[src/rtl/cacheTunePkg.sv]
package cacheTunePkg;
  localparam int NUM_KNOBS = 3;
  localparam int IDX_W     = 2;
  localparam int MAX_IDX   = 2;

  typedef enum logic [1:0] {
    ST_IDLE  = 2'd0,
    ST_APPLY = 2'd1,
    ST_CALC  = 2'd2
  } tuneState_t;

  typedef struct packed {
    logic loadBase;
    logic advCore;
    logic stepUp;
    logic revert;
    logic advParam;
    logic clrParam;
  } tuneStrobe_t;
endpackage

[src/rtl/cacheTuneCtrl.sv]
module cacheTuneCtrl
  import cacheTunePkg::*;
(
  input  logic        clk,
  input  logic        rstN,
  input  logic        start,
  input  logic        calcDone,
  input  logic        tuneAgain,
  input  logic        atMax,
  input  logic        lastParam,
  input  logic        lastCore,
  output tuneStrobe_t strobe,
  output logic        calcStart,
  output logic        busy
);
  tuneState_t state, stateNxt;

  always_ff @(posedge clk or negedge rstN) begin
    if (!rstN) state <= ST_IDLE;
    else       state <= stateNxt;
  end

  always_comb begin
    strobe   = '0;
    stateNxt = state;
    unique case (state)
      ST_IDLE: begin
        if (start) begin
          strobe.loadBase = 1'b1;
          stateNxt        = ST_APPLY;
        end
      end
      ST_APPLY: begin
        if (!start) begin
          strobe.clrParam = 1'b1;
          stateNxt        = ST_IDLE;
        end else begin
          stateNxt = ST_CALC;
        end
      end
      ST_CALC: begin
        if (!start) begin
          strobe.clrParam = 1'b1;
          stateNxt        = ST_IDLE;
        end else if (calcDone) begin
          if (tuneAgain && !atMax) begin
            strobe.stepUp = 1'b1;
            stateNxt      = ST_APPLY;
          end else begin
            strobe.revert = !tuneAgain;
            if (!lastParam) begin
              strobe.advParam = 1'b1;
              stateNxt        = ST_APPLY;
            end else if (!lastCore) begin
              strobe.advCore = 1'b1;
              stateNxt       = ST_APPLY;
            end else begin
              strobe.clrParam = 1'b1;
              stateNxt        = ST_IDLE;
            end
          end
        end
      end
      default: stateNxt = ST_IDLE;
    endcase
  end

  assign calcStart = (state == ST_APPLY);
  assign busy      = (state != ST_IDLE);
endmodule

[src/rtl/cacheTuneData.sv]
module cacheTuneData
  import cacheTunePkg::*;
#(
  parameter int NUM_CORES = 4,
  localparam int CORE_W = (NUM_CORES > 1) ? $clog2(NUM_CORES) : 1
) (
  input  logic                        clk,
  input  logic                        rstN,
  input  tuneStrobe_t                 strobe,
  output logic                        atMax,
  output logic                        lastParam,
  output logic                        lastCore,
  output logic [NUM_KNOBS*IDX_W-1:0]  cfgBits,
  output logic [CORE_W-1:0]           coreSel,
  output logic [1:0]                  paramSel
);
  localparam logic [CORE_W-1:0] LAST_CORE = CORE_W'(NUM_CORES - 1);
  localparam logic [IDX_W-1:0]  TOP_IDX   = IDX_W'(MAX_IDX);

  logic [1:0]       param;
  logic [CORE_W-1:0] core;
  logic [IDX_W-1:0] fld [NUM_KNOBS];

  always_ff @(posedge clk or negedge rstN) begin
    if (!rstN)                                  param <= 2'd0;
    else if (strobe.loadBase || strobe.advCore) param <= 2'd1;
    else if (strobe.advParam)                   param <= param + 2'd1;
    else if (strobe.clrParam)                   param <= 2'd0;
  end

  always_ff @(posedge clk or negedge rstN) begin
    if (!rstN)                 core <= '0;
    else if (strobe.loadBase)  core <= '0;
    else if (strobe.advCore)   core <= core + 1'b1;
  end

  for (genvar g = 0; g < NUM_KNOBS; g++) begin : gKnob
    localparam logic [1:0] MY_CODE = 2'(g + 1);
    localparam logic [1:0] PREV_CODE = 2'(g);
    always_ff @(posedge clk or negedge rstN) begin
      if (!rstN)
        fld[g] <= '0;
      else if (strobe.loadBase || strobe.advCore)
        fld[g] <= '0;
      else if (strobe.stepUp && param == MY_CODE)
        fld[g] <= fld[g] + 1'b1;
      else if (strobe.revert && param == MY_CODE && fld[g] != '0)
        fld[g] <= fld[g] - 1'b1;
      else if (strobe.advParam && param == PREV_CODE)
        fld[g] <= IDX_W'(1);
    end
    assign cfgBits[g*IDX_W +: IDX_W] = fld[g];
  end

  always_comb begin
    atMax = 1'b0;
    for (int k = 0; k < NUM_KNOBS; k++)
      if (param == 2'(k + 1)) atMax = (fld[k] == TOP_IDX);
  end

  assign lastParam = (param == 2'(NUM_KNOBS));
  assign lastCore  = (core == LAST_CORE);
  assign coreSel   = core;
  assign paramSel  = param;
endmodule

[src/rtl/cacheTuneCtl.sv]
module cacheTuneCtl
  import cacheTunePkg::*;
#(
  parameter int NUM_CORES = 4,
  localparam int CORE_W = (NUM_CORES > 1) ? $clog2(NUM_CORES) : 1
) (
  input  logic              clk,
  input  logic              rstN,
  input  logic              start,
  input  logic              calcDone,
  input  logic              tuneAgain,
  output logic [5:0]        cfgBits,
  output logic              calcStart,
  output logic              busy,
  output logic [CORE_W-1:0] coreSel,
  output logic [1:0]        paramSel
);
  tuneStrobe_t strobe;
  logic atMax, lastParam, lastCore;

  cacheTuneCtrl uCtrl (
    .clk(clk), .rstN(rstN), .start(start), .calcDone(calcDone),
    .tuneAgain(tuneAgain), .atMax(atMax), .lastParam(lastParam),
    .lastCore(lastCore), .strobe(strobe), .calcStart(calcStart), .busy(busy)
  );

  cacheTuneData #(.NUM_CORES(NUM_CORES)) uData (
    .clk(clk), .rstN(rstN), .strobe(strobe), .atMax(atMax),
    .lastParam(lastParam), .lastCore(lastCore), .cfgBits(cfgBits),
    .coreSel(coreSel), .paramSel(paramSel)
  );
endmodule

[config.mk]
export PLATFORM = sky130hd
export DESIGN_NAME = cacheTuneCtl
export DESIGN_NICKNAME = d
export VERILOG_FILES = /design/src/rtl/cacheTunePkg.sv /design/src/rtl/cacheTuneCtrl.sv /design/src/rtl/cacheTuneData.sv /design/src/rtl/cacheTuneCtl.sv
export SDC_FILE = /design/constraint.sdc
export NUM_CORES = 1
export LEC_CHECK = 0
export ABC_CLOCK_PERIOD_IN_PS = 2500
export CAP_MARGIN = 10
export CORE_MARGIN = 2
export CORE_UTILIZATION = 53
export DETAILED_ROUTE_END_ITERATION = 10
export GPL_TIMING_DRIVEN = 0
export MAX_ROUTING_LAYER = met4
export PLACE_DENSITY = 0.8
export SYNTH_ARGS = -nofsm -noshare
export SYNTH_HDL_FRONTEND = slang
export SYNTH_SLANG_ARGS = --single-unit
[constraint.sdc]
create_clock -name clk -period 2.5 [get_ports clk]
set_clock_uncertainty 0.1 [all_clocks]
set_input_delay 0.375 -clock clk [delete_from_list [all_inputs] [get_ports clk]]
set_output_delay 0.375 -clock clk [all_outputs]
set_load 0.02 [all_outputs]
==> flow_summary.toml <==
[clocking]
cts.sinks = 12
h-tree-depth = 1
cts_root_buf = "clkbuf_4"
clk_latency_ns = 0.28
cts-buffers-inserted = 3
path_clk_slew_ns = 0.08
cts_hold_buf = 0
postCtsSetupBuffers = 0
cts_resized = 0
cts_tree = "yes"
clk_path_buf_depth = 2

[logic_synthesis]
ys_types = 42
syn_inst = 111
ys_seq_elements = 12
synth_mux_area_frac = 0.00918
yosysMostFrequentCell = "ha_1"
yosys-top-cells-count = "ha_1, inv_1, dfrtp_1, a21oi_1, nand2_1"
synthSimpleGateAreaFrac = 0.153
synth-seq-area-share = 0.276
synth_top_family_by_area = "compound AO/OA/AOI/OAI gates"
synth_area_leader_cell = "dfrtp_1"
yosys.area_share.adder = 0.172
synthTopCellsByArea = "dfrtp_1, ha_1, inv_1, a21oi_1, a221oi_2"
synthFlopType = "dfrtp_1"
synth.top_cell.area_share = 0.276
ys_warn_count = 0
async_flop_share = 1.00
syn_avg_cell_area_um2 = 9.82
synth_area_mm2 = 0.00109
synthXorXnorAreaFrac = 0.00804
synth_compound_area_frac = 0.317
syn_nets = 131
synth_edf_count = 0

[power_and_ir_drop]
vdd_drop_max_mv = 0.621
power_density_mw_per_mm2 = 718
p_total_uw = 941
p_leak_nw = 0.548

[placed_design]
place_hpwl_mm = 1.79
numPortBuffers = 15
place_ws_ns = 0.368
gp_congestion = 0.853

[global_routing]
overflow = 0
antenna_found_initial = 0
track_usage = 0.225
grt_first_pass_wirelength_mm = 4.11
grt_pass1_vias = 965
grt_max_degree = 13

[floorplan]
core_mm2 = 0.00194
ios = 17
dieWidth_um = 49.3
die_h_um = 49.3
die-area_mm2 = 0.00243
start_util = 0.561
row_count = 16

[sta]
hold_viol = 0
layout_setup_ws_ns = 0.288
max_slew.worst_pin.slew_ns = 0.587
post-route-min-period_ns = 2.21
grt_setup_unrepaired = "false"
fmax_mhz = 452
slew_headroom = 0.608
finalSetupViolCount = 0
setup_tns_ns = 0
slew_viol_final = 0
finalCritPeriodShare = 0.885

[cells_and_area]
drive_gt1_frac = 0.146
syn_to_final_growth_pct = 20.2
fillers = 171
diodes = 0
fin_nets = 151

[route]
ant_nets = 0
wire_per_inst_um = 14.8
first_pass_iters = 4
drt_iter0_drc = 16
drc = 0
num_vias = 920
vias_per_cell = 5.86
finalWirelength_mm = 2.32

[hold_path]
min_path_type = "in2async"

[status]
status = "finished clean"

[worst_setup_path]
worstPathMaxFanout = 6
cp.buffers_inverters = 3
r2r-start = "uData.paramSel[0]"
crit_path_cell_trace = "inv_1 -> ha_1 -> inv_1 -> clkdlybuf4s50_1"
cpPeakStageDelay_ns = 0.60
cpMostUsedCell = "inv_1"
critPathLaunch = "uCtrl.state[0]"
cp_slowest_cell = "clkdlybuf4s50_1"
cp.arrival_ns = 1.74
critPathTopFamily = "buffers and inverters"
start_kind = "flip-flop"
cp-end-kind = "output port"
crit_type = "reg2out"
required_ns = 2.03

[run]
max-cap-violations = 0
==> area by class of cell <==
cell class | instances | area, um^2 | area share
Multi-Input combinational cell | 83 | 718 | 0.548
Timing Repair Buffer | 15 | 150 | 0.115
Sequential cell | 12 | 300 | 0.229
Inverter | 14 | 52.6 | 0.0401
Tap cell | 27 | 33.8 | 0.0258
Buffer | 2 | 18.8 | 0.0143
Clock buffer | 4 | 36.3 | 0.0277
==> per-stage QoR <==
step / hold slack (ns) / instances / instance area, um^2 / util
after detailed placement: 0.430 / 153 / 1270 / 0.656
after floorplan: -0.0206 / 111 / 1090 / -
after global routing: 0.390 / 157 / 1310 / 0.675
final: 0.360 / 157 / 1310 / 0.675
after CTS: 0.370 / 157 / 1310 / 0.675
after global placement: 0.426 / 153 / 1270 / 0.656
==> final timing paths <==
path,end,slack (ns),cells after the start
worst min register to register,uData.cfgBits[0],0.44,1
worst max register to register,uData.cfgBits[1],0.57,6
worst min-delay path,uData.cfgBits[5],0.36,1
min in group clk,uData.cfgBits[0],0.37,3
worst max-delay path,busy,0.29,4
max in group asynchronous,uData.cfgBits[2],1.55,1
==> sequential cells by signal, indices dropped and copies added, names as in the netlist <==
signal	flops
uData.cfgBits	6
uData.coreSel	2
uCtrl.state	2
uData.paramSel	2
==> routing by layer <==
layer  wire length, um  track usage  vias up
met5                 0            -        -
met4                42        0.133        0
met3                95       0.0368        5
met2              1140        0.360       19
met1              1040        0.263      442
li1                  -            -      454
==> report_power, final <==
part	total [mW]	switching [mW]	leakage (nW)	internal [mW]
combinational	0.507	0.293	0.367	0.215
sequential	0.273	0.0438	0.161	0.230
clock	0.160	0.0718	0.0210	0.0886
==> cell families after synthesis <==
| group | after synthesis |
|---|---|
| and+or+nand+nor | 26 |
| adders and majority gates | 15 |
| DFF | 12 |
| muxes | 1 |
| buffers and inverters | 16 |
| AOI/OAI and AO/OA | 40 |
| xor gates and xnor gates | 1 |
==> cells in the final DEF, fill, tap and decap left out, types with 3 or more instances in the layout <==
master,n
o21a_1,4
clkbuf_4,3
clkdlybuf4s50_1,15
o22ai_1,3
a21oi_1,9
nor3_1,4
nand2_1,7
ha_1,15
inv_1,14
a221oi_2,3
dfrtp_1,12
(Power assumes the default switching activity.)
